[config.mk]
export PLATFORM = sky130hd
export DESIGN_NAME = irq_collector
export DESIGN_NICKNAME = d
export VERILOG_FILES = /design/src/rtl/irq_collector_pkg.sv /design/src/rtl/irq_edge_detect.sv /design/src/rtl/irq_status_bank.sv /design/src/rtl/irq_mask_reg.sv /design/src/rtl/irq_out_stage.sv /design/src/rtl/irq_collector.sv
export SDC_FILE = /design/constraint.sdc
export NUM_CORES = 1
export LEC_CHECK = 0
export BUFFER_PORTS_ARGS = -buffer_cell sky130_fd_sc_hd__buf_4
export CAP_MARGIN = 20
export CORE_MARGIN = 5
export CORE_UTILIZATION = 45
export DETAILED_ROUTE_END_ITERATION = 10
export PLACE_DENSITY_LB_ADDON = 0.15
export SETUP_SLACK_MARGIN = 0.15
export SKIP_LAST_GASP = 1
export SYNTH_ARGS = -nofsm -noshare
export SYNTH_HDL_FRONTEND = slang
export SYNTH_SLANG_ARGS = --single-unit
[constraint.sdc]
create_clock -name clk_i -period 2 [get_ports clk_i]
set_clock_uncertainty 0.15 [all_clocks]
set_input_delay 0.4 -clock clk_i [delete_from_list [all_inputs] [get_ports clk_i]]
set_output_delay 0.4 -clock clk_i [all_outputs]
set_load 0.03 [all_outputs]
[src/rtl/irq_collector_pkg.sv]
package irq_collector_pkg;
  typedef enum logic {
    SEL_MASK   = 1'b0,
    SEL_STATUS = 1'b1
  } reg_sel_e;

  typedef enum logic {
    MODE_EDGE  = 1'b0,
    MODE_LEVEL = 1'b1
  } trig_mode_e;
endpackage

[src/rtl/irq_edge_detect.sv]
module irq_edge_detect #(
  parameter int unsigned N_IRQ = 32
) (
  input  logic             clk_i,
  input  logic             rst_ni,
  input  logic [N_IRQ-1:0] req_i,
  output logic [N_IRQ-1:0] rise_o
);
  logic [N_IRQ-1:0] prev_q;

  always_ff @(posedge clk_i or negedge rst_ni) begin
    if (!rst_ni) prev_q <= '0;
    else         prev_q <= req_i;
  end

  assign rise_o = req_i & ~prev_q;

  // a rise needs a 0 on the previous edge
  AST_RISE_NEEDS_LOW: assert property (@(posedge clk_i) disable iff (!rst_ni)
    1'b1 |=> ((rise_o & $past(req_i)) == '0));
endmodule

[src/rtl/irq_status_bank.sv]
module irq_status_bank
  import irq_collector_pkg::*;
#(
  parameter int unsigned N_IRQ = 32
) (
  input  logic             clk_i,
  input  logic             rst_ni,
  input  trig_mode_e       mode_i,
  input  logic [N_IRQ-1:0] req_i,
  input  logic [N_IRQ-1:0] rise_i,
  input  logic             clr_wr_i,
  input  logic [N_IRQ-1:0] clr_data_i,
  output logic [N_IRQ-1:0] status_o
);
  logic [N_IRQ-1:0] status_q;

  for (genvar b = 0; b < N_IRQ; b++) begin : g_bit
    logic nxt;
    always_comb begin
      if (mode_i == MODE_LEVEL) begin
        nxt = req_i[b];
      end else begin
        // set beats a clearing write in the same cycle
        nxt = rise_i[b] | (status_q[b] & ~(clr_wr_i & ~clr_data_i[b]));
      end
    end

    always_ff @(posedge clk_i or negedge rst_ni) begin
      if (!rst_ni) status_q[b] <= 1'b0;
      else         status_q[b] <= nxt;
    end
  end

  assign status_o = status_q;

  AST_EDGE_HOLD: assert property (@(posedge clk_i) disable iff (!rst_ni)
    (mode_i == MODE_EDGE && !clr_wr_i) |=> ((status_q & $past(status_q)) == $past(status_q)));
  AST_SET_WINS: assert property (@(posedge clk_i) disable iff (!rst_ni)
    (mode_i == MODE_EDGE) |=> ((status_q & $past(rise_i)) == $past(rise_i)));
  AST_NO_SPONT_SET: assert property (@(posedge clk_i) disable iff (!rst_ni)
    (mode_i == MODE_EDGE) |=> ((status_q & ~$past(status_q) & ~$past(rise_i)) == '0));
  AST_LEVEL_FOLLOW: assert property (@(posedge clk_i) disable iff (!rst_ni)
    (mode_i == MODE_LEVEL) |=> (status_q == $past(req_i)));
endmodule

[src/rtl/irq_mask_reg.sv]
module irq_mask_reg #(
  parameter int unsigned N_IRQ = 32
) (
  input  logic             clk_i,
  input  logic             rst_ni,
  input  logic             wr_i,
  input  logic [N_IRQ-1:0] wdata_i,
  output logic [N_IRQ-1:0] mask_o
);
  logic [N_IRQ-1:0] mask_q;

  always_ff @(posedge clk_i or negedge rst_ni) begin
    if (!rst_ni)   mask_q <= '0;
    else if (wr_i) mask_q <= wdata_i;
  end

  assign mask_o = mask_q;

  AST_MASK_LOAD: assert property (@(posedge clk_i) disable iff (!rst_ni)
    wr_i |=> (mask_q == $past(wdata_i)));
  AST_MASK_KEEP: assert property (@(posedge clk_i) disable iff (!rst_ni)
    !wr_i |=> $stable(mask_q));
endmodule

[src/rtl/irq_out_stage.sv]
module irq_out_stage #(
  parameter int unsigned N_IRQ = 32
) (
  input  logic             clk_i,
  input  logic             rst_ni,
  input  logic [N_IRQ-1:0] status_i,
  input  logic [N_IRQ-1:0] mask_i,
  output logic             irq_o
);
  logic irq_q;

  always_ff @(posedge clk_i or negedge rst_ni) begin
    if (!rst_ni) irq_q <= 1'b0;
    else         irq_q <= |(status_i & mask_i);
  end

  assign irq_o = irq_q;

  AST_IRQ_QUIET: assert property (@(posedge clk_i) disable iff (!rst_ni)
    (mask_i == '0) |=> !irq_o);
  AST_IRQ_NO_STATUS: assert property (@(posedge clk_i) disable iff (!rst_ni)
    (status_i == '0) |=> !irq_o);
endmodule

[src/rtl/irq_collector.sv]
module irq_collector
  import irq_collector_pkg::*;
#(
  parameter int unsigned N_IRQ = 32
) (
  input  logic             clk_i,
  input  logic             rst_ni,
  input  logic             level_mode_i,
  input  logic [N_IRQ-1:0] irq_req_i,
  input  logic             reg_we_i,
  input  logic             reg_sel_i,
  input  logic [N_IRQ-1:0] reg_wdata_i,
  output logic [N_IRQ-1:0] reg_rdata_o,
  output logic             irq_o
);
  trig_mode_e       mode_q;
  logic [N_IRQ-1:0] rise;
  logic [N_IRQ-1:0] status;
  logic [N_IRQ-1:0] mask;
  logic             wr_mask;
  logic             wr_status;

  // mode register: edge out of reset
  always_ff @(posedge clk_i or negedge rst_ni) begin
    if (!rst_ni) mode_q <= MODE_EDGE;
    else         mode_q <= level_mode_i ? MODE_LEVEL : MODE_EDGE;
  end

  assign wr_mask   = reg_we_i & (reg_sel_e'(reg_sel_i) == SEL_MASK);
  assign wr_status = reg_we_i & (reg_sel_e'(reg_sel_i) == SEL_STATUS);

  irq_edge_detect #(.N_IRQ(N_IRQ)) i_edge (
    .clk_i (clk_i),
    .rst_ni(rst_ni),
    .req_i (irq_req_i),
    .rise_o(rise)
  );

  irq_status_bank #(.N_IRQ(N_IRQ)) i_status (
    .clk_i     (clk_i),
    .rst_ni    (rst_ni),
    .mode_i    (mode_q),
    .req_i     (irq_req_i),
    .rise_i    (rise),
    .clr_wr_i  (wr_status),
    .clr_data_i(reg_wdata_i),
    .status_o  (status)
  );

  irq_mask_reg #(.N_IRQ(N_IRQ)) i_mask (
    .clk_i  (clk_i),
    .rst_ni (rst_ni),
    .wr_i   (wr_mask),
    .wdata_i(reg_wdata_i),
    .mask_o (mask)
  );

  irq_out_stage #(.N_IRQ(N_IRQ)) i_out (
    .clk_i   (clk_i),
    .rst_ni  (rst_ni),
    .status_i(status),
    .mask_i  (mask),
    .irq_o   (irq_o)
  );

  assign reg_rdata_o = (reg_sel_e'(reg_sel_i) == SEL_STATUS) ? status : mask;

  AST_MODE_LAG: assert property (@(posedge clk_i) disable iff (!rst_ni)
    1'b1 |=> (mode_q == ($past(level_mode_i) ? MODE_LEVEL : MODE_EDGE)));
  AST_LEVEL_WR_IGNORED: assert property (@(posedge clk_i) disable iff (!rst_ni)
    (mode_q == MODE_LEVEL && wr_status) |=> (status == $past(irq_req_i)));
endmodule

* Yosys cells after proc, flatten, opt, wreduce, memory -nomap -nowiden
Cells that the tools add are included.
** Storage, ports and cells
- Bits in registers :: 98
- Input bits :: 69
- Output and inout port bits :: 33
- Word-level logic and storage cells :: 237
** Cells by class
- Multiplexer cells :: 34
- Bitwise gates (word level) :: 166
- Reduce and logical (&&, ||, !) cells :: 1
** Operators with widths (count)
- AND 1 bit :: 66
- NOT 1 bit :: 65
- AND 32 bit :: 2
- two-way mux 1 bit :: 33
- two-way mux 32 bit :: 1
- NOT 32 bit :: 1
- bitwise OR 1 bit :: 32
- OR reduction 32 bit :: 1

* Longest topological paths before layout
Gate-level depths: netlist (run 1).
- Depth in word-level cells :: 6
- Mapped depth :: 5
- Gate-level depth less buffers :: 3

* By module
Synthesis (run 1) repeated with hierarchy kept, for this count alone.
** Second synthesis, totals
- Cells, all modules :: 363
- Area total of the unflattened synthesis :: 5181.2 um2
** Modules (own cells, without submodules)
- irq_status_bank :: times used 1, cells an instance 170, area each 1843.0 um2, sequential area each 800.8 um2
- irq_mask_reg :: times used 1, cells an instance 68, area each 1345.0 um2, sequential area each 800.8 um2
- irq_edge_detect :: times used 1, cells an instance 64, area each 1241.2 um2, sequential area each 800.8 um2
- irq_collector :: times used 1, cells an instance 39, area each 569.3 um2, sequential area each 25.0 um2
- irq_out_stage :: times used 1, cells an instance 22, area each 182.7 um2, sequential area each 25.0 um2

* Least setup slack after synthesis (run 1)
OpenSTA, ideal clock, no wires.
- Path type :: input port to output port
- Start :: input reg_sel_i
- End :: output reg_rdata_o[10]
- Arrival time :: 1.213 ns
- Required time :: 1.450 ns
- Setup slack :: 0.237 ns
- Stages on the path :: 3
- Buffers on the path :: 2
- Cell sequence :: buf_2 -> buf_2 -> mux2_1
** Between the ends
- Cells in the longest elaborated chain, start to end :: 1
** RTL lines
- start, declared :: line irq_collector.sv:11 : input logic reg_sel_i,
- two-way mux 32 bit :: line irq_collector.sv:66 : assign reg_rdata_o = (reg_sel_e'(reg_sel_i) == SEL_STATUS) ? status : mask;
- end, declared :: line irq_collector.sv:13 : output logic [N_IRQ-1:0] reg_rdata_o,
Every way passes these cells.

* Final worst setup path (run 1)
- Start :: input reg_sel_i
- End :: output reg_rdata_o[6]
The elaborated chain is that of the path after synthesis.

==> summary.md, run 1 <==
| Metric | Value |
|---|---|
| Initial antenna violation count | 0 |
| Total core area | a little over 0.009 sq mm |
| Max-slew violation count | 0 |
| Multiplexer share of the synthesized area | 19.3% |
| Most frequent cells in the layout | buf_4, dfrtp_1, o21ai_0 |
| Area delta synth->final | 32.7% |
| IO Port Bufs | roughly 100 |
| Mapped Cells | between 300 and 400 |
| Post-Syn Nets | 432 |
| Met1 Track Usage GR | between 20% and 30% |
| Starting density of the core | a little under half |
| Die ar. | approximately 0.012 sq mm |
| CP endpoint kind | output port |
| Grt peak-use layer | met2 |
| Relative max-transition margin | between 60% and 70% |
| Final Hold Fails | 0 |
| RSZ-0062 raised after global routing | false |
| DPL Wire Length | ~7100 microns |
| GRT met3 Usage | between 3 and 4% |
| Final Setup Violations | 0 |
| Worst-case reg-to-reg path depth | 3 |
| Seq cells post-synth | just under 100 |
| Post-Synth XOR/XNOR Area | 0% |
| Worst stage delay on the critical path | between 0.3 and 0.4 ns |
| Stages on the worst setup path | 4 |
| Maximum capacitance violations | 0 |
| Fraction of the mapped netlist area in simple logic gates | between 8 and 9% |
| Crit Path Max Fanout | 22 |
| Deepest clock path buffer count | 2 |
| Ranking of synthesized cells by area | dfrtp_1, mux2_4, mux2_2, o21ai_0, nor2b_1 |
| Largest net degree at the start of global routing | 44 |
| Routed vias | between 3000 and 4000 |
| Ports | about 100 |
| Slowest cell on the critical path | mux2_2 |
| Final min period | about 1.8 ns |
| Vias in the first global route | roughly 3300 |
| Total CTS buffers | 9 |
| Tot GR Track Use | 18.5% |
| Main combinational cell family by area after synthesis | multiplexers |
| Routed wire length | around 10000 microns |
| Worst Path Class, Setup | input port to output port |
| FF-to-FF Start | i_status.status_o[11]$_DFF_PN0_ |
| Number of buffer and inverter stages on the critical path | 3 |
| Grt ovf | 0 |
| Residual DRC | 0 |
| Most common cell after layout, fill and taps aside | buf_4 |
| ANT cells | 0 |
| Clock root buffer | clkbuf_8 |
| Leakage Power | 2.74 nW |
| Final period utilization | between 80% and 90% |
| DRT Pass-1 Iters | 4 |
| Clk sinks | a little under 100 |
| Adder-cell share of the synthesized area | 0% |
| HP Start | irq_req_i[11] |
| CP Launch Type | input port |
| H-tree depth | 3 |
| CP top delay family | buffers and inverters |
| FP Rows | 35 |
| RD Place Congestion | ~0.76 |
| PwrDens | just over 800 mW/mm^2 |
| First DRT Iteration DRCs | 94 |
| Peak supply drop | 478 uV |
| First-pass GRT wire length | roughly 17000 microns |
| CTS tree | done |
| CP startpoint | reg_sel_i |
| Hold Crit Depth | 1 |
| Yosys top cell area share | 56.7% |
| Synth Cell Area | between 0.004 and 0.005 sq mm |
| Vias per Instance | ~4.8 |
| Post-synth top area cell | dfrtp_1 |
| Area after DPL | 0.00529 sq mm |
| Cell area after layout | between 0.005 and 0.006 sq mm |
| Met2 global-route usage | 29.9% |
| Mean Syn Cell Area | ~12 sq um |
| Status | finished clean |
| Die Ht | about 110 microns |
| Fin nets | between 500 and 600 |
| CP required | between 1 and 1.5 ns |
| Hold Path Class | input port to flop |
| WP data arrival | approximately 1.3 ns |
| Fillers | 793 |
| Worst-path clk slew | ~0.090 ns |
| Worst-margin pin slew | between 0.5 and 0.6 ns |
| Share of cells above drive strength 1 | 38.0% |
| Setup TNS | 0 ns |
| Most common cell on crit path | buf_4 |
| Antenna-violating nets left | 0 |
| Overall power | 4.70 mW |
| Hold_ws | about 0.019 ns |
| Crit-path cells | buf_4 > buf_12 > mux2_2 > buf_4 |
| Cell variety after synth | 19 |
| Wire length per cell | 16.2 microns |
| Peak Freq | 557 MHz |
| Skew-Pair Late Insertion Delay | between 0.3 and 0.4 ns |
| Sequential-to-total area share from yosys stat | between 50% and 60% |
| Die extent in x | 108 microns |
| Yosys warns | 0 |
| Compound-Gate Fraction of Synth Area | a little over a tenth |
-- routing by layer --
layer | vias up | wire length, microns
li1 | 1475 | -
met1 | 1456 | 4730
met2 | 66 | 4830
met3 | 4 | 464
met4 | 0 | 57
met5 | - | 0
-- flip-flops by register name, indices dropped and copies added (netlist names) --
| name | cells |
|---|---|
| i_edge.prev_q | 32 |
| i_mask.mask_o | 32 |
| i_status.status_o | 32 |
| i_out.irq_o | 1 |
| mode_q | 1 |
-- logic make-up after synthesis --
logic type	after synthesis
buf+inv	50
compound gates	80
simple gates	71
flops	98
mux	64
-- power breakdown --
part | internal [mW] | total, mW | switching, mW
logic | 0.562 | 1.08 | 0.521
registers | 2.17 | 2.32 | 0.147
clock network | 0.616 | 1.29 | 0.679
-- repair_timing --
item | 4_1_cts | 5_1_grt
setup buffers | 0 | 1
endpoints found under the hold margin | 34 | 2
resized for setup | 0 | 0
setup endpoints to repair | 0 | 1
hold buffers | 22 | 2
-- metrics by stage --
step	worst slack [ns]	utilization (%)	instances
after floorplan	0.237	-	363
after global placement	0.231	57.0	584
after detailed placement	0.208	57.0	584
after CTS	0.186	61.5	621
after global routing	0.154	61.8	624
final	0.205	61.8	624
-- cell usage after synthesis (all sizes together) --
cell / instances
a22oi: 16
buf: 13
clkbuf: 5
dfrtp: 98
inv: 32
mux2: 64
nand2: 33
nand4: 4
nor2b: 33
o21ai: 64
or4: 1
-- path summary, 6_finish.rpt --
path                                                end  slack (ns)
max in group asynchronous              mode_q$_DFF_PN0_        0.90
hold reg to reg            i_mask.mask_o[0]$_DFFE_PN0P_        0.39
hold / removal              i_edge.prev_q[11]$_DFF_PN0_        0.02
setup / recovery                         reg_rdata_o[6]        0.20
setup reg to reg                  i_out.irq_o$_DFF_PN0_        0.32
min in group asynchronous   i_edge.prev_q[29]$_DFF_PN0_        0.30
-- layout make-up --
class	instances	area (sq um)	area share (%)
inverters	32	120	2.09
clock inverters	5	61.3	1.07
repair buffers	135	1150	20.0
clock buffers	10	138	2.40
well taps	129	161	2.81
flip-flops and latches	98	2450	42.8
multi-input cells	215	1660	28.9
Power figures use the tool's default switching activity.
==> run 2: changes to the inputs <==
Clock period 2 ns to 1.6 ns, I/O delays scaled along.
==> run 2 against run 1 <==
Against the previous run:
- the run now ends with setup timing left
- largest cell class unchanged
- hold slack improved by 0.020 ns
- highest routed layer unchanged
- core utilization increased by 9.5 points
- cell area increased by 15%
- die area unchanged
==> summary.md, run 2 (synthesis gave the netlist of run 1 again) <==
| Metric | Value |
|---|---|
| Routed wire length | approximately 11000 microns |
| Worst-margin pin slew | between 0.3 and 0.4 ns |
| Maximum capacitance violations | 0 |
| Vias in the first global route | ~3600 |
| Final Setup Violations | 33 |
| Worst Setup EP | reg_rdata_o[31] |
| FP Rows | 35 |
| Largest net degree at the start of global routing | between 40 and 50 |
| Worst-case reg-to-reg path depth | 4 |
| Inst Count DP | 603 |
| CP required | around 1.1 ns |
| Deepest clock path buffer count | 2 |
| Status | complete, but fails checks |
| Clk sinks | 98 |
| H-tree depth | 3 |
| WP data arrival | 1.30 ns |
| Vias per Instance | about 4.8 |
| First-pass GRT wire length | about 18000 microns |
| Pre-CTS WS | -0.0295 ns |
| IO Port Bufs | just over 100 |
| HP Start | reg_wdata_i[25] |
| Starting density of the core | 46.6% |
| Max-slew violation count | 0 |
| Failing checks | setup timing |
| CP Launch Type | flop |
| Tot GR Track Use | between 20% and 30% |
| Residual DRC | 0 |
| Die extent in x | ~110 microns |
| RD Place Congestion | 0.786 |
| Final Hold Fails | 0 |
| Die Ht | roughly 110 microns |
| Share of cells above drive strength 1 | ~45% |
| Hold Path Class | input port to flop |
| Area delta synth->final | 53.2% |
| Die ar. | roughly 0.012 sq mm |
| Final min period | about 1.8 ns |
| Routed vias | around 3300 |
| Clock root buffer | clkbuf_8 |
| Crit Path Max Fanout | 2 |
| Antenna-violating nets left | 0 |
| R2R setup slack | -0.09 ns |
| First DRT Iteration DRCs | around 130 |
| Final Non-Filler Cells | roughly 700 |
| Ports | a little over 100 |
| Grt ovf | 0 |
| Skew-Pair Late Insertion Delay | around 0.35 ns |
| Most common cell after layout, fill and taps aside | buf_4 |
| Leakage Power | between 3 and 4 nW |
| PwrDens | just under 1000 mW/mm^2 |
| CTS tree | done |
| RSZ-0062 raised after global routing | true |
| Final period utilization | 111% |
| ANT cells | 0 |
| Fin util | about 70% |
| Most frequent cells in the layout | buf_4, dfrtp_1, mux2_4 |
| Total CTS buffers | 9 |
| Final Worst Setup Slack | -0.170 ns |
| Worst-path clk slew | about 0.10 ns |
| CP endpoint kind | output port |
| Worst Path Class, Setup | flop to output port |
| Peak supply drop | between 600 and 700 uV |
| Peak Freq | around 560 MHz |
| FF-to-FF End | i_out.irq_o$_DFF_PN0_ |
| Wire length per cell | approximately 16 microns |
| Initial antenna violation count | 0 |
| CP startpoint | i_status.status_o[31]$_DFF_PN0_ |
| Setup TNS | -2.01 ns |
| FF-to-FF Start | i_status.status_o[11]$_DFF_PN0_ |
| Fin nets | roughly 630 |
| DRT Pass-1 Iters | 4 |
| DPL Wire Length | between 7000 and 8000 microns |
| Relative max-transition margin | roughly four fifths |
| Total core area | around 0.0093 sq mm |
==> run 2: changes by cell type in the layout (fill, tap and decap cells not counted), sizes merged <==
cell and delta:
buf +62, bufinv +1, clkbuf +1, clkinv -1
clkinvlp +1, dlygate4sd3 +10, inv -2
==> run 2: worst min-delay path by stage <==
stage | end | slack [ns] | cells past startpoint
after CTS | i_status.status_o[31]$_DFF_PN0_ | 0.02 | 3
after global routing | i_status.status_o[7]$_DFF_PN0_ | 0.03 | 3
after floorplan | i_edge.prev_q[0]$_DFF_PN0_ | -0.13 | 0
after detailed placement | i_edge.prev_q[15]$_DFF_PN0_ | 0.09 | 1
final | i_status.status_o[25]$_DFF_PN0_ | 0.04 | 3
after global placement | i_edge.prev_q[15]$_DFF_PN0_ | 0.09 | 1
==> run 2: stage by stage <==
step                hold WS, ns  instance area, sq um  power, mW
floorplan                -0.126                  4470       3.79
global placement         0.0899                  5560       4.40
detailed placement       0.0897                  5560       4.43
CTS                      0.0231                  6550       6.53
global route             0.0262                  6620       6.85
finish                   0.0389                  6620       6.53
==> run 2: layout make-up <==
type	count	area, sq um
tap	129	161
fill	682	2660
timing repair buffer	207	1890
inverter	32	120
clock buffer	11	141
multi-input combinational	215	1780
clock inverter	4	76.3
sequential	98	2450
==> run 2: worst max-delay path: stages (launching register included) <==
cell	delay [ns]
dfrtp_1	0.41
buf_4	0.14
mux2_4	0.26
buf_6	0.14
==> run 2: layer usage <==
| metal | track usage [%] | vias to the layer above | share of wire (%) |
|---|---|---|---|
| met5 | 0 | - | 0 |
| met4 | 5.05 | 0 | 0.97 |
| met3 | 3.58 | 8 | 4.3 |
| met2 | 34.4 | 74 | 51 |
| met1 | 26.4 | 1629 | 44 |
| li1 | - | 1625 | - |
==> run 2: what timing repair did <==
action,in CTS,in global routing
hold endpoints to repair,53,0
setup buffers,36,8
setup endpoints to repair,33,33
gates cloned,0,0
hold buffers,34,0
gates resized for setup,43,3
pin swaps,0,0
==> run 2: power by group <==
part	internal [mW]	switching, mW	total [mW]
logic	1.12	0.807	1.93
clock network	0.920	0.824	1.74
registers	2.71	0.150	2.86
total	4.75	1.78	6.53
